<file path="src/rtl/probe_route_pkg.sv">
package probe_route_pkg;

  typedef enum logic [1:0] {
    MODE_INT = 2'b00,
    MODE_OUT = 2'b01,
    MODE_IN  = 2'b10
  } probeMode_e;

  // strobes from control to datapath
  typedef struct packed {
    logic selInt;
    logic selOut;
    logic selIn;
    logic swd;
  } routeSel_t;

endpackage

</file>
<file path="src/rtl/probe_route_sync.sv">
module probe_route_sync #(
  parameter int WIDTH = 1,
  parameter int STAGES = 2,
  parameter logic [WIDTH-1:0] RESET_VAL = '0
) (
  input  logic             clk,
  input  logic             rstN,
  input  logic [WIDTH-1:0] din,
  output logic [WIDTH-1:0] dout
);
  logic [STAGES-1:0][WIDTH-1:0] chain;

  always_ff @(posedge clk or negedge rstN) begin
    if (!rstN) chain[0] <= RESET_VAL;
    else       chain[0] <= din;
  end

  for (genvar s = 1; s < STAGES; s++) begin : g_stage
    always_ff @(posedge clk or negedge rstN) begin
      if (!rstN) chain[s] <= RESET_VAL;
      else       chain[s] <= chain[s-1];
    end
  end

  assign dout = chain[STAGES-1];
endmodule

</file>
<file path="src/rtl/probe_route_ctrl.sv">
module probe_route_ctrl
  import probe_route_pkg::*;
#(
  parameter int SYNC_STAGES = 2,
  parameter int DEBOUNCE_CYCLES = 16,
  parameter int RST_STRETCH = 32
) (
  input  logic       clk,
  input  logic       porN,
  input  logic       probeSenseN,
  input  logic       targetSenseN,
  input  logic       hostActive,
  input  logic       swdMode,
  input  logic       rstButtonN,
  input  logic       bridgeRstReq,
  output routeSel_t  sel,
  output probeMode_e mode,
  output logic       mcuRstN,
  output logic       displayRstN,
  output logic       ledDbgOut
);
  localparam int NUM_SYNC = 6;
  localparam int NUM_DEB = 3;
  localparam int DB_W = $clog2(DEBOUNCE_CYCLES + 1);
  localparam int ST_W = $clog2(RST_STRETCH + 1);
  localparam logic [NUM_SYNC-1:0] SYNC_RST = 6'b001011;
  localparam logic [DB_W-1:0] DB_LAST = DB_W'(DEBOUNCE_CYCLES - 1);
  localparam logic [ST_W-1:0] ST_LOAD = ST_W'(RST_STRETCH);

  logic [NUM_SYNC-1:0] rawIn, syncIn;
  logic stable [NUM_DEB];
  probeMode_e modeQ, modeNext;
  logic [ST_W-1:0] stretchCnt;
  logic srcActive, mcuRstNQ, dispRstNQ;

  // bit order: {bridgeRstReq, rstButtonN, swdMode, hostActive, targetSenseN, probeSenseN}
  assign rawIn = {bridgeRstReq, rstButtonN, swdMode, hostActive, targetSenseN, probeSenseN};

  probe_route_sync #(
    .WIDTH(NUM_SYNC), .STAGES(SYNC_STAGES), .RESET_VAL(SYNC_RST)
  ) uSync (
    .clk(clk), .rstN(porN), .din(rawIn), .dout(syncIn)
  );

  // debounce on the three cable / host sense lines
  for (genvar i = 0; i < NUM_DEB; i++) begin : g_deb
    logic [DB_W-1:0] dbCnt;
    always_ff @(posedge clk or negedge porN) begin
      if (!porN) begin
        dbCnt <= '0;
        stable[i] <= SYNC_RST[i];
      end else if (syncIn[i] == stable[i]) begin
        dbCnt <= '0;
      end else if (dbCnt == DB_LAST) begin
        dbCnt <= '0;
        stable[i] <= syncIn[i];
      end else begin
        dbCnt <= dbCnt + 1'b1;
      end
    end
  end

  // probe has priority over target cable
  always_comb begin
    if (!stable[0])                   modeNext = MODE_IN;
    else if (!stable[1] && stable[2]) modeNext = MODE_OUT;
    else                              modeNext = MODE_INT;
  end

  always_ff @(posedge clk or negedge porN) begin
    if (!porN) modeQ <= MODE_INT;
    else       modeQ <= modeNext;
  end

  assign sel.selInt = (modeQ == MODE_INT);
  assign sel.selOut = (modeQ == MODE_OUT);
  assign sel.selIn  = (modeQ == MODE_IN);
  assign sel.swd    = syncIn[3];
  assign mode       = modeQ;
  assign ledDbgOut  = (modeQ == MODE_OUT);

  // reset merge and stretch
  assign srcActive = !syncIn[4] || syncIn[5];

  always_ff @(posedge clk or negedge porN) begin
    if (!porN) begin
      stretchCnt <= ST_LOAD;
      mcuRstNQ   <= 1'b0;
      dispRstNQ  <= 1'b0;
    end else begin
      if (srcActive)             stretchCnt <= ST_LOAD;
      else if (stretchCnt != '0) stretchCnt <= stretchCnt - 1'b1;
      mcuRstNQ  <= !(srcActive || (stretchCnt != '0));
      dispRstNQ <= !(srcActive || (stretchCnt != '0)) && (modeQ != MODE_OUT);
    end
  end

  assign mcuRstN     = mcuRstNQ;
  assign displayRstN = dispRstNQ;

  // checker: cycles since any reset source was last active
  logic [ST_W-1:0] relCnt;
  always_ff @(posedge clk or negedge porN) begin
    if (!porN)                  relCnt <= '0;
    else if (srcActive)         relCnt <= '0;
    else if (relCnt != ST_LOAD) relCnt <= relCnt + 1'b1;
  end

  a_r1_mode_legal: assert property (@(posedge clk) disable iff (!porN)
    modeQ != 2'b11);
  a_r7_src_resets: assert property (@(posedge clk) disable iff (!porN)
    srcActive |=> !mcuRstN);
  a_r8_stretch: assert property (@(posedge clk) disable iff (!porN)
    $rose(mcuRstN) |-> (relCnt == ST_LOAD));
  a_r10_disp_held: assert property (@(posedge clk) disable iff (!porN)
    (modeQ == MODE_OUT) |=> !displayRstN);
endmodule

</file>
<file path="src/rtl/probe_route_dp.sv">
module probe_route_dp
  import probe_route_pkg::*;
(
  input  logic      clk,
  input  logic      rstN,
  input  routeSel_t sel,
  input  logic      swoEn,
  input  logic      brTck,
  input  logic      brTms,
  input  logic      brTdi,
  input  logic      brDioOe,
  output logic      brTdo,
  output logic      mcuTck,
  output logic      mcuTmsOut,
  output logic      mcuTmsOe,
  input  logic      mcuTmsIn,
  output logic      mcuTdi,
  input  logic      mcuTdo,
  input  logic      mcuSwo,
  output logic      hdrTck,
  output logic      hdrTmsOut,
  output logic      hdrTmsOe,
  output logic      hdrTdi,
  output logic      hdrTdoOut,
  output logic      hdrTdoOe,
  input  logic      hdrTckIn,
  input  logic      hdrTmsIn,
  input  logic      hdrTdiIn,
  input  logic      hdrTdoIn,
  input  logic      uartTx,
  output logic      vcpTx
);
  logic bridgeDrive, bridgeBack;

  // direction of the bridge-owned data line
  assign bridgeDrive = sel.swd ? brDioOe : 1'b1;

  always_comb begin
    mcuTck = 1'b0; mcuTmsOut = 1'b0; mcuTmsOe = 1'b0; mcuTdi = 1'b0;
    hdrTck = 1'b0; hdrTmsOut = 1'b0; hdrTmsOe = 1'b0; hdrTdi = 1'b0;
    hdrTdoOut = 1'b0; hdrTdoOe = 1'b0;
    bridgeBack = 1'b0;
    brTdo = 1'b0;
    if (sel.selInt) begin
      mcuTck     = brTck;
      mcuTmsOut  = brTms;
      mcuTmsOe   = bridgeDrive;
      mcuTdi     = sel.swd ? 1'b0 : brTdi;
      bridgeBack = sel.swd ? mcuTmsIn : mcuTdo;
    end else if (sel.selOut) begin
      hdrTck     = brTck;
      hdrTmsOut  = brTms;
      hdrTmsOe   = bridgeDrive;
      hdrTdi     = sel.swd ? 1'b0 : brTdi;
      bridgeBack = sel.swd ? hdrTmsIn : hdrTdoIn;
    end else if (sel.selIn) begin
      mcuTck    = hdrTckIn;
      mcuTmsOut = hdrTmsIn;
      mcuTmsOe  = 1'b1;
      mcuTdi    = sel.swd ? 1'b0 : hdrTdiIn;
      hdrTdoOut = sel.swd ? mcuSwo : mcuTdo;
      hdrTdoOe  = 1'b1;
    end
    if (!sel.selIn) brTdo = (sel.swd && brDioOe) ? 1'b0 : bridgeBack;
  end

  assign vcpTx = swoEn ? mcuSwo : uartTx;

  a_r6_swd_release: assert property (@(posedge clk) disable iff (!rstN)
    (sel.swd && sel.selInt && !brDioOe) |-> !mcuTmsOe);
  a_r11_out_idle: assert property (@(posedge clk) disable iff (!rstN)
    sel.selOut |-> (!mcuTck && !mcuTmsOe && !mcuTdi));
  a_r3_bridge_cut: assert property (@(posedge clk) disable iff (!rstN)
    sel.selIn |-> (!brTdo && !hdrTmsOe));
  a_r1_one_select: assert property (@(posedge clk) disable iff (!rstN)
    $onehot0({sel.selInt, sel.selOut, sel.selIn}));
endmodule

</file>
<file path="src/rtl/probe_mode_router.sv">
module probe_mode_router
  import probe_route_pkg::*;
#(
  parameter int SYNC_STAGES = 2,
  parameter int DEBOUNCE_CYCLES = 16,
  parameter int RST_STRETCH = 32
) (
  input  logic       clk,
  input  logic       porN,
  input  logic       probeSenseN,
  input  logic       targetSenseN,
  input  logic       hostActive,
  input  logic       swdMode,
  input  logic       swoEn,
  input  logic       rstButtonN,
  input  logic       bridgeRstReq,
  input  logic       brTck,
  input  logic       brTms,
  input  logic       brTdi,
  input  logic       brDioOe,
  output logic       brTdo,
  output logic       mcuTck,
  output logic       mcuTmsOut,
  output logic       mcuTmsOe,
  input  logic       mcuTmsIn,
  output logic       mcuTdi,
  input  logic       mcuTdo,
  input  logic       mcuSwo,
  output logic       hdrTck,
  output logic       hdrTmsOut,
  output logic       hdrTmsOe,
  output logic       hdrTdi,
  output logic       hdrTdoOut,
  output logic       hdrTdoOe,
  input  logic       hdrTckIn,
  input  logic       hdrTmsIn,
  input  logic       hdrTdiIn,
  input  logic       hdrTdoIn,
  input  logic       uartTx,
  output logic       vcpTx,
  output logic       mcuRstN,
  output logic       displayRstN,
  output logic       ledDbgOut,
  output logic [1:0] modeCode
);
  routeSel_t  sel;
  probeMode_e mode;

  probe_route_ctrl #(
    .SYNC_STAGES(SYNC_STAGES), .DEBOUNCE_CYCLES(DEBOUNCE_CYCLES), .RST_STRETCH(RST_STRETCH)
  ) uCtrl (
    .clk(clk), .porN(porN), .probeSenseN(probeSenseN), .targetSenseN(targetSenseN),
    .hostActive(hostActive), .swdMode(swdMode), .rstButtonN(rstButtonN),
    .bridgeRstReq(bridgeRstReq), .sel(sel), .mode(mode), .mcuRstN(mcuRstN),
    .displayRstN(displayRstN), .ledDbgOut(ledDbgOut)
  );

  probe_route_dp uDp (
    .clk(clk), .rstN(porN), .sel(sel), .swoEn(swoEn),
    .brTck(brTck), .brTms(brTms), .brTdi(brTdi), .brDioOe(brDioOe), .brTdo(brTdo),
    .mcuTck(mcuTck), .mcuTmsOut(mcuTmsOut), .mcuTmsOe(mcuTmsOe), .mcuTmsIn(mcuTmsIn),
    .mcuTdi(mcuTdi), .mcuTdo(mcuTdo), .mcuSwo(mcuSwo),
    .hdrTck(hdrTck), .hdrTmsOut(hdrTmsOut), .hdrTmsOe(hdrTmsOe), .hdrTdi(hdrTdi),
    .hdrTdoOut(hdrTdoOut), .hdrTdoOe(hdrTdoOe), .hdrTckIn(hdrTckIn), .hdrTmsIn(hdrTmsIn),
    .hdrTdiIn(hdrTdiIn), .hdrTdoIn(hdrTdoIn), .uartTx(uartTx), .vcpTx(vcpTx)
  );

  assign modeCode = mode;
endmodule

</file>
<file path="config.mk">
export PLATFORM = sky130hd
export DESIGN_NAME = probe_mode_router
export DESIGN_NICKNAME = d
export VERILOG_FILES = /design/src/rtl/probe_route_pkg.sv /design/src/rtl/probe_route_sync.sv /design/src/rtl/probe_route_ctrl.sv /design/src/rtl/probe_route_dp.sv /design/src/rtl/probe_mode_router.sv
export SDC_FILE = /design/constraint.sdc
export NUM_CORES = 1
export LEC_CHECK = 0
export ABC_CLOCK_PERIOD_IN_PS = 1900
export BUFFER_PORTS_ARGS = -buffer_cell sky130_fd_sc_hd__buf_2
export CAP_MARGIN = 20
export CORE_MARGIN = 8
export CORE_UTILIZATION = 52
export CTS_CLUSTER_SIZE = 40
export DETAILED_ROUTE_END_ITERATION = 12
export GPL_ROUTABILITY_DRIVEN = 0
export PLACE_DENSITY = 0.87
export RECOVER_POWER = 25
export SYNTH_ARGS = -nofsm -noshare
export SYNTH_HDL_FRONTEND = slang
export SYNTH_SLANG_ARGS = --single-unit
</file>
<file path="constraint.sdc">
create_clock -name clk -period 1.9 [get_ports clk]
set_input_delay 0.38 -clock clk [delete_from_list [all_inputs] [get_ports clk]]
set_output_delay 0.38 -clock clk [all_outputs]
set_load 0.01 [all_outputs]
</file>
Word level (Yosys, flattened, before mapping):

Cells that the tools add are included.

* register bits: 40
* input bits: 21
* output and inout port bits: 17
* logic and storage cells: 87

* add/subtract/negate cells: 4
* eq/ne operators: 9
* multiplexer cells: 45
* bitwise logic cells: 3
* reduce and logical (&&, ||, !) cells: 14

Operators with widths (number)
* 1-bit 2-to-1 mux: 36
* 5-bit 2-to-1 mux: 6
* 5-bit by 1-bit adder with 5-bit output (second input constant): 3
* 5-bit by 4-bit == test with 1-bit output (second input constant): 3
* 6-bit 2-to-1 mux: 2
* 2-bit AND reduction: 3
* 6-bit nonzero test: 1
* 6-bit by 1-bit subtractor with 6-bit output (second input constant): 1
* 1-bit == test: 3
* 1-bit logical AND: 3
* 1-bit logical NOT: 3
* 1-bit NOT: 3
* 2-bit by 1-bit == test with 1-bit output (second input constant): 1
* 2-bit == test (second input constant): 1
* 2-bit logical NOT: 1
* 1-bit logical OR: 2
* 2-bit 2-to-1 mux: 1
* 2-bit by 1-bit inequality test with 1-bit output (second input constant): 1
* 2-bit nonzero test: 1

Logic depth before layout (Yosys ltp):

Gate-level depths: netlist (run 1).

* depth in word-level cells: 5
* depth in mapped cells: 6
* mapped depth without buffers: 5

By module:

A second synthesis (run 1) with hierarchy kept.

* cells, all modules: 150
* area, all modules: 1783.0 µm²

Modules (own cells, without submodules)
* probe_route_ctrl: times used 1, cells an instance 112, area each 1243.7 µm², sequential area each 704.4 µm²
* probe_route_sync: times used 1, cells an instance 18, area each 352.8 µm², sequential area each 307.8 µm²
* probe_route_dp: times used 1, cells an instance 20, area each 186.4 µm², sequential area each 0.0 µm²

Worst setup path after synthesis (run 1):

Ideal clock, no wire load.

* path type: reg-to-output
* start point: register uCtrl.uSync.chain, in the netlist uCtrl.uSync.dout[3]
* end point: output brTdo
* arrival time: 1.437 ns
* data required time: 1.520 ns
* slack: 0.083 ns
* stages on the path, launching flop included: 4
* buffers on the path: 1
* cells stage by stage: dfstp_2 clkbuf_1 mux4_2 and3_1

* cells in the longest elaborated chain, start to end: 5
* elaborated cells between the ends (all ways): 7
* those cells by class: mux: 6; reduce/logical: 1

Ends and longest elaborated chain
* start, declared: line probe_route_sync.sv:11 `logic [STAGES-1:0][WIDTH-1:0] chain;`
* start signal, assigned by index: line probe_route_sync.sv:21 `else chain[s] <= chain[s-1];`
* 1-bit 2-to-1 mux: line probe_route_dp.sv:55 `bridgeBack = sel.swd ? hdrTmsIn : hdrTdoIn;`
* 1-bit 2-to-1 mux: line probe_route_dp.sv:50 `end else if (sel.selOut) begin`
* 1-bit 2-to-1 mux: line probe_route_dp.sv:44 `if (sel.selInt) begin`
* 1-bit 2-to-1 mux (*) (2 in a row): line probe_route_dp.sv:64 `if (!sel.selIn) brTdo = (sel.swd && brDioOe) ? 1'b0 : bridgeBack;`
* end, declared: line probe_mode_router.sv:21 `output logic brTdo,`

Mark *: on every way between the ends. The rest lies on a longest branch, timed or not.

Final worst setup path (run 1):

Ends and elaborated chain as after synthesis.

==> impl_summary.log, run 1 <==
[metrics] outcome: complete, but fails checks
[metrics] violated checks: negative setup slack
[metrics] synthesis-to-finish area growth: 20.31%
[metrics] number of flops mapped to enable cells by yosys: 0
[metrics] launch point of the worst reg-to-reg path: uCtrl.stretchCnt[0]
[metrics] CP startpoint kind: register
[metrics] share of post-route cells with drive strength above 1: between 30 and 40%
[metrics] buffer depth of the longest clock path: 2
[metrics] initial standard-cell utilization of the core: a little under three fifths
[metrics] TritonCTS clock tree: yes
[metrics] r2r endpoint: uCtrl.stretchCnt[3]
[metrics] Boundary Pins: 38
[metrics] post-synth top area share: a little under half
[metrics] required time of the critical path: between 1500 and 2000 ps
[metrics] Max Clock Skew: between 6 and 7 ps
[metrics] Placement Setup Slack: roughly 130 ps
[metrics] top_reg_cell synth: sky130_fd_sc_hd__dfrtp_1
[metrics] ranking of synthesized cells by area: sky130_fd_sc_hd__dfrtp_1 46%, sky130_fd_sc_hd__dfstp_2 14%, sky130_fd_sc_hd__xor2_1 5.2%
[metrics] maximum number of pins on one net before global-route repair: between 40 and 50
[metrics] syn_area_per_cell: ~12 µm²
[metrics] vias after detailed routing: about 1200
[metrics] count leader, synth: sky130_fd_sc_hd__dfrtp_1
[metrics] CP max stage delay: around 560 ps
[metrics] worst setup path endpoint: brTdo
[metrics] final routed wirelength across all metal layers: 3250 µm
[metrics] cell area after synthesis: 0.001694 mm²
[metrics] Max Transition Viols Final: 0
[metrics] net count after synthesis: between 150 and 200
[metrics] leading post-synthesis cells by instance count: 31 x sky130_fd_sc_hd__dfrtp_1, 18 x sky130_fd_sc_hd__nor2_1, 10 x sky130_fd_sc_hd__xor2_1
[metrics] total routing resource utilization after global routing: ~14%
[metrics] Peak Freq: just under 500 MHz
[metrics] total number of H-tree levels: 2
[metrics] CP cell instances: mux4_2 -> and3_1 -> buf_2
[metrics] Hold WC Path Type: in2reg
[metrics] TritonCTS Sinks: 40
[metrics] initial antenna violation count: 0
[metrics] number of routed nets with antenna violations: 0
[metrics] final worst setup slack: -155.5 ps
[metrics] setup-violating endpoint count in the final report: 1
[metrics] Inserted Clock Buffers: 5
[metrics] worst setup path startpoint: uCtrl.uSync.dout[3]
[metrics] area of all sequential standard cells: between 0.001 and 0.0015 mm²
[metrics] number of global-route vias before repair: between 1000 and 1500
[metrics] Total Die Area: 0.005341 mm²
[metrics] Rows: 20
[metrics] Worst slew margin: between 30 and 40%
[metrics] portion of the clock cycle consumed by the worst path in the final layout: 108.2%
[metrics] Arrival @ worst endpoint: roughly 1700 ps
[metrics] Synthesis Warnings: 0
[metrics] count of final hold-check violations: 0
[metrics] setup repair after global routing missed its margin: yes
[metrics] clk root buf: sky130_fd_sc_hd__clkbuf_4
[metrics] final core occ: about 66%
[metrics] total iterations of the first detailed-routing run: 4
[metrics] max-cap check violation count: 0
[metrics] Remaining Overflow, GRT: 0
[metrics] sequential element share of the synthesized area: 59.75%
[metrics] Die X-Extent: roughly 73 µm
[metrics] Avg Vias per Cell: a little over 5
[metrics] setup slack, reg-to-reg: between 150 and 200 ps
[metrics] CP Capture Type: output port
[metrics] leakage power: between 1 and 1.5 nW
[metrics] launch point of the worst hold path: probeSenseN
[metrics] critical setup path kind: reg2out
[metrics] Clock Latency Late Sink: about 340 ps
[metrics] number of instances in the synthesized netlist: around 150
[metrics] Worst IR Drop VDD: between 0.6 and 0.7 mV
[metrics] FFs w/ async S/R, synth: 100.0%
[metrics] mean routed wirelength per cell: approximately 14 µm
[metrics] layout filler cell count: 256
[metrics] top fanout value on the critical path: 2
[metrics] violation count after the first detailed-route iteration: 13
[metrics] first-pass GRT wire length: ~5600 µm
[metrics] DRC: 0
[metrics] final HPWL from detailed placement: 2502 µm
[metrics] multi-input combinational cell area: roughly 640 µm²
[metrics] number of hold-repair buffers added at the cts stage: 0
[metrics] total number of nets in the final design: 213
[metrics] antenna diode instance count: 0
[metrics] Reg clk slew, reported paths: 110 ps
[metrics] worst-margin pin slew: around 920 ps
[metrics] library cells used by synthesis: 32
[metrics] die height: 73.08 µm
[metrics] standard cell with the maximum stage delay on the critical path: sky130_fd_sc_hd__dfstp_2
[metrics] pwr/cell area: around 840 mW/mm²
[metrics] post-synthesis sequential element count: 40
[metrics] Period minus WS final: 2055 ps
[metrics] dominant cell type by area after synthesis: sky130_fd_sc_hd__dfrtp_1
[metrics] placeable core region: 0.003078 mm²
[metrics] number of cell instances on the worst register-to-register path: 6
[metrics] count of port buffers added during placement: 37
-- worst max-delay path, delay by kind of cell (launching register included) --
family	cells	cell delay (ps)
DFF	1	560
and+or+nand+nor	1	170
muxes	1	480
buffers and inverters	1	130
-- layout make-up --
type	count	area share [%]
flip-flops and latches	40	49.79
multi-input cells	92	31.31
well taps	44	2.701
clock inverters	1	1.473
repair buffers	40	10.07
clock buffers	7	3.192
inverters	8	1.473
-- what timing repair did --
item / CTS / global route
buffers inserted: 1 / 0
setup endpoints to repair: 5 / 3
resized for setup: 2 / 3
pin swaps: 0 / 0
-- worst min-delay path by stage --
stage                         endpoint  slack, ps  cells after the start
6_report          uCtrl.uSync.chain[0]        130                      1
5_1_grt           uCtrl.uSync.chain[1]        100                      1
4_1_cts        uCtrl.g_deb[0].dbCnt[2]         70                      2
3_5_place_dp       uCtrl.uSync.dout[5]        340                      0
3_3_place_gp       uCtrl.uSync.dout[5]        330                      0
2_1_floorplan        uCtrl.displayRstN         80                      0
-- sequential cells by signal (all words and copies together) (netlist names) --
| signal | cells |
|---|---|
| uCtrl.g_deb.dbCnt | 15 |
| uCtrl.stretchCnt | 6 |
| uCtrl.uSync.chain | 6 |
| uCtrl.uSync.dout | 6 |
| uCtrl.stable | 3 |
| uCtrl.mode | 2 |
| uCtrl.displayRstN | 1 |
| uCtrl.mcuRstN | 1 |
-- cells by family (layout without fill, tap and decap cells) --
kind of cell	Yosys count	after routing	share of synthesized area, %
AOI/OAI and AO/OA	13	13	4.801
muxes	9	9	6.351
adders and majority gates	5	5	3.693
and+or+nand+nor	55	55	17.21
DFF	40	40	59.75
buffers and inverters	13	56	3.028
xor gates and xnor gates	10	10	5.170
-- power by group --
part | internal [mW] | switching [mW] | leakage [nW] | total (mW)
sequential | 0.898 | 0.0330 | 0.495 | 0.931
combinational | 0.0832 | 0.0949 | 0.525 | 0.178
clock | 0.349 | 0.254 | 0.0515 | 0.603
total | 1.33 | 0.382 | 1.07 | 1.71
-- cells in the final DEF (no fill, tap or decap), types with 2 or more instances in the layout --
cell type / count
sky130_fd_sc_hd__and3_1: 5
sky130_fd_sc_hd__nor3_1: 7
sky130_fd_sc_hd__a21oi_1: 3
sky130_fd_sc_hd__or2b_1: 2
sky130_fd_sc_hd__and2_1: 6
sky130_fd_sc_hd__ha_1: 5
sky130_fd_sc_hd__inv_1: 8
sky130_fd_sc_hd__nand2_1: 2
sky130_fd_sc_hd__clkbuf_4: 5
sky130_fd_sc_hd__dfstp_2: 9
sky130_fd_sc_hd__mux2_2: 4
sky130_fd_sc_hd__buf_4: 2
sky130_fd_sc_hd__mux2i_1: 4
sky130_fd_sc_hd__dfrtp_1: 29
sky130_fd_sc_hd__xor2_1: 10
sky130_fd_sc_hd__nand3_1: 6
sky130_fd_sc_hd__clkbuf_8: 2
sky130_fd_sc_hd__o21ai_0: 4
sky130_fd_sc_hd__nor2_1: 18
sky130_fd_sc_hd__dfrtp_2: 2
sky130_fd_sc_hd__buf_2: 37
-- metal layers --
layer	wire [µm]	GRT usage [%]	vias to the layer above
li1	-	-	571
met1	1288	14.08	569
met2	1564	22.94	47
met3	329	6.593	8
met4	67	7.111	0
met5	0	0	-
-- stage by stage --
stage	instance area (µm²)	TNS, ps	power (mW)	hold WS, ps	instances
after global routing	2038	-211.6	1.807	95.15	232
after detailed placement	1928	0	1.123	337.3	223
after floorplan	1694	0	1.043	84.41	145
final	2038	-155.5	1.713	128.9	232
after global placement	1928	0	1.104	333.3	223
after CTS	2034	-174.0	1.733	67.08	232
Note: power is estimated with default switching activity, not from simulation.
==> inputs of run 2 (changes only) <==
- ABC_CLOCK_PERIOD_IN_PS: 1900 -> 2460
- CORE_MARGIN: 8 -> 2
- CORE_UTILIZATION: 52 -> 56
- HOLD_SLACK_MARGIN: unset -> 0.06
- PLACE_DENSITY: 0.87 -> 0.92
- clock period: 1.9 -> 2.46 ns (I/O delays scaled with it)
==> impl_summary.log, run 2 (synthesis results as in run 1) <==
[metrics] Total Die Area: 0.003481 mm² (-35%)
[metrics] Worst IR Drop VDD: 0.5257 mV (-16%)
[metrics] DRC: 0 (unchanged)
[metrics] synthesis-to-finish area growth: 16.40%
[metrics] TritonCTS clock tree: yes
[metrics] mean routed wirelength per cell: 12.62 µm (-9.9%)
[metrics] total routing resource utilization after global routing: 17.96% (+4.2 points)
[metrics] critical setup path kind: reg2out
[metrics] gate family responsible for the most delay along the worst path: flip-flops
[metrics] Total Power: 1.249 mW (-27%)
[metrics] multi-input combinational cell area: 630.6 µm² (-1.2%)
[metrics] CP max stage delay: 620 ps (+60 ps)
[metrics] top fanout value on the critical path: 7 (+5)
[metrics] most common library cell in the layout ignoring fill and taps: sky130_fd_sc_hd__buf_2
[metrics] clk root buf: sky130_fd_sc_hd__clkbuf_4
[metrics] layout filler cell count: 197 (-23%)
[metrics] CP startpoint kind: register
[metrics] required time of the critical path: 1970 ps (+450 ps)
[metrics] Clock Latency Late Sink: 330 ps (about the same)
[metrics] placed insts: 208 (-6.7%)
[metrics] placeable core region: 0.002805 mm² (-8.9%)
[metrics] antenna diode instance count: 0 (unchanged)
[metrics] Max Transition Viols Final: 41 (+41)
[metrics] worst-margin pin slew: 1954 ps (+1036 ps)
[metrics] number of global-route vias before repair: 1183 (-8.4%)
[metrics] max-cap check violation count: 1 (+1)
[metrics] initial antenna violation count: 0 (unchanged)
[metrics] instance count on the critical path: 3 (unchanged)
[metrics] Period minus WS final: roughly 2300 ps
[metrics] leakage power: 1.049 nW (-2.2%)
[metrics] total iterations of the first detailed-routing run: 4 (unchanged)
[metrics] final HPWL from detailed placement: 2051 µm (-18%)
[metrics] post-CTS resize count: 0 (-2)
[metrics] number of hold-repair buffers added at the cts stage: 0 (unchanged)
[metrics] maximum number of pins on one net before global-route repair: 41 (unchanged)
[metrics] area of all sequential standard cells: 0.001012 mm² (-0.25%)
[metrics] CP Capture Type: output port
[metrics] instance area after placement: 0.001897 mm² (-1.6%)
[metrics] buffers inserted by post-CTS timing repair: 0 (-1)
[metrics] smallest hold slack: 243.0 ps (+114.1 ps)
[metrics] setup-violating endpoint count in the final report: 0 (-1)
[metrics] Boundary Pins: 38 (unchanged)
[metrics] outcome: complete, but fails checks
[metrics] first-pass GRT wire length: 4650 µm (-17%)
[metrics] Remaining Overflow, GRT: 0 (unchanged)
[metrics] number of routed nets with antenna violations: 0 (unchanged)
[metrics] total number of nets in the final design: 210 (-1.4%)
[metrics] count of final hold-check violations: 0 (unchanged)
[metrics] count of port buffers added during placement: 37 (unchanged)
[metrics] aggregate negative setup slack: 0 ps (+155.5 ps)
[metrics] buffer depth of the longest clock path: 2 (unchanged)
[metrics] vias after detailed routing: 1173 (-1.8%)
[metrics] Die X-Extent: 59 µm (-19%)
[metrics] summed area of non-filler cells in the final layout: 0.001972 mm² (-3.3%)
[metrics] TritonCTS Sinks: 40 (unchanged)
[metrics] commonest cells after routing, fill and taps aside: 36 x sky130_fd_sc_hd__buf_2, 31 x sky130_fd_sc_hd__dfrtp_1, 18 x sky130_fd_sc_hd__nor2_1
[metrics] Max Clock Skew: 6.093 ps (-0.2608 ps)
[metrics] Largest register FFs: 15 (unchanged)
[metrics] total number of H-tree levels: 2 (unchanged)
[metrics] Worst slew margin: -30.26% (-69 points)
[metrics] violated checks: max-capacitance violations, max-slew violations
[metrics] pwr/cell area: 633.3 mW/mm² (-25%)
[metrics] buffering stage count on the worst path with inverters included: 1 (unchanged)
[metrics] Hold WC Path Type: in2reg
[metrics] portion of the clock cycle consumed by the worst path in the final layout: 91.57%
[metrics] Inserted Clock Buffers: 5 (unchanged)
[metrics] standard cell with the maximum stage delay on the critical path: sky130_fd_sc_hd__dfstp_2
[metrics] violation count after the first detailed-route iteration: 35 (+22)
[metrics] Reg clk slew, reported paths: 110 ps (about the same)
[metrics] worst hold path cell count: 1 (unchanged)
[metrics] final routed wirelength across all metal layers: 2725 µm (-16%)
[metrics] Peak Freq: ~440 MHz
[metrics] Arrival @ worst endpoint: 1760 ps (+80 ps)
[metrics] CP cell instances: mux4_2 -> and3_1 -> buf_2
[metrics] setup repair after global routing missed its margin: no
[metrics] Avg Vias per Cell: 5.431 (+5.4%)
[metrics] share of post-route cells with drive strength above 1: 31.89% (-4.3 points)
[metrics] initial standard-cell utilization of the core: 60.39% (+5.4 points)
[metrics] Rows: 19 (-5.0%)
[metrics] die height: 59 µm (-19%)
[metrics] final cell count without fillers: 216 (-6.9%)
[metrics] largest register by flop count: uCtrl.g_deb.dbCnt
[metrics] number of cell instances on the worst register-to-register path: 5 (-1)
## run 2: changes by cell type in the layout (fill, tap and decap cells not counted), sizes merged
cell / change
buf: -3
clkbuf: -1
clkinv: +1
## run 2: where the power goes
| group | internal, mW | leakage [nW] | total [mW] | switching (mW) |
|---|---|---|---|---|
| clock network | 0.213 | 0.0422 | 0.408 | 0.195 |
| logic | 0.0574 | 0.509 | 0.121 | 0.0637 |
| registers | 0.694 | 0.498 | 0.720 | 0.0263 |
## run 2: layout make-up
| class | count | area share [%] |
|---|---|---|
| Multi-Input combinational cell | 92 | 31.98 |
| Timing Repair Buffer | 37 | 9.327 |
| Tap cell | 31 | 1.967 |
| Inverter | 8 | 1.523 |
| Clock buffer | 6 | 2.094 |
| Sequential cell | 40 | 51.33 |
| Clock inverter | 2 | 1.777 |
## run 2: metal layers
metal  global-route usage, %  vias up  wire length [µm]  share of wire, %
met2                   34.76       44              1392                51
met1                   18.43      564              1121                41
met4                   3.896        0                13              0.48
met5                       0        -                 0                 0
met3                   6.114        2               197               7.2
li1                        -      563                 -                 -
## run 2: per-stage QoR
step	setup WS [ps]	utilization, %
after floorplan	530.8	-
after global placement	609.6	67.62
after detailed placement	583.5	67.62
after CTS	190.5	70.34
after global routing	140.6	70.29
final	207.3	70.29
## run 2: worst paths after layout
kind | startpoint | endpoint | slack, ps
max | uCtrl.uSync.dout[3] | brTdo | 210
min | swdMode | uCtrl.uSync.chain[3] | 240
max reg2reg | uCtrl.stretchCnt[0] | uCtrl.stretchCnt[1] | 660
min reg2reg | uCtrl.uSync.chain[4] | uCtrl.uSync.dout[4] | 360
max in group asynchronous | porN | uCtrl.g_deb[0].dbCnt[1] | 650
min in group asynchronous | porN | uCtrl.uSync.chain[2] | 690
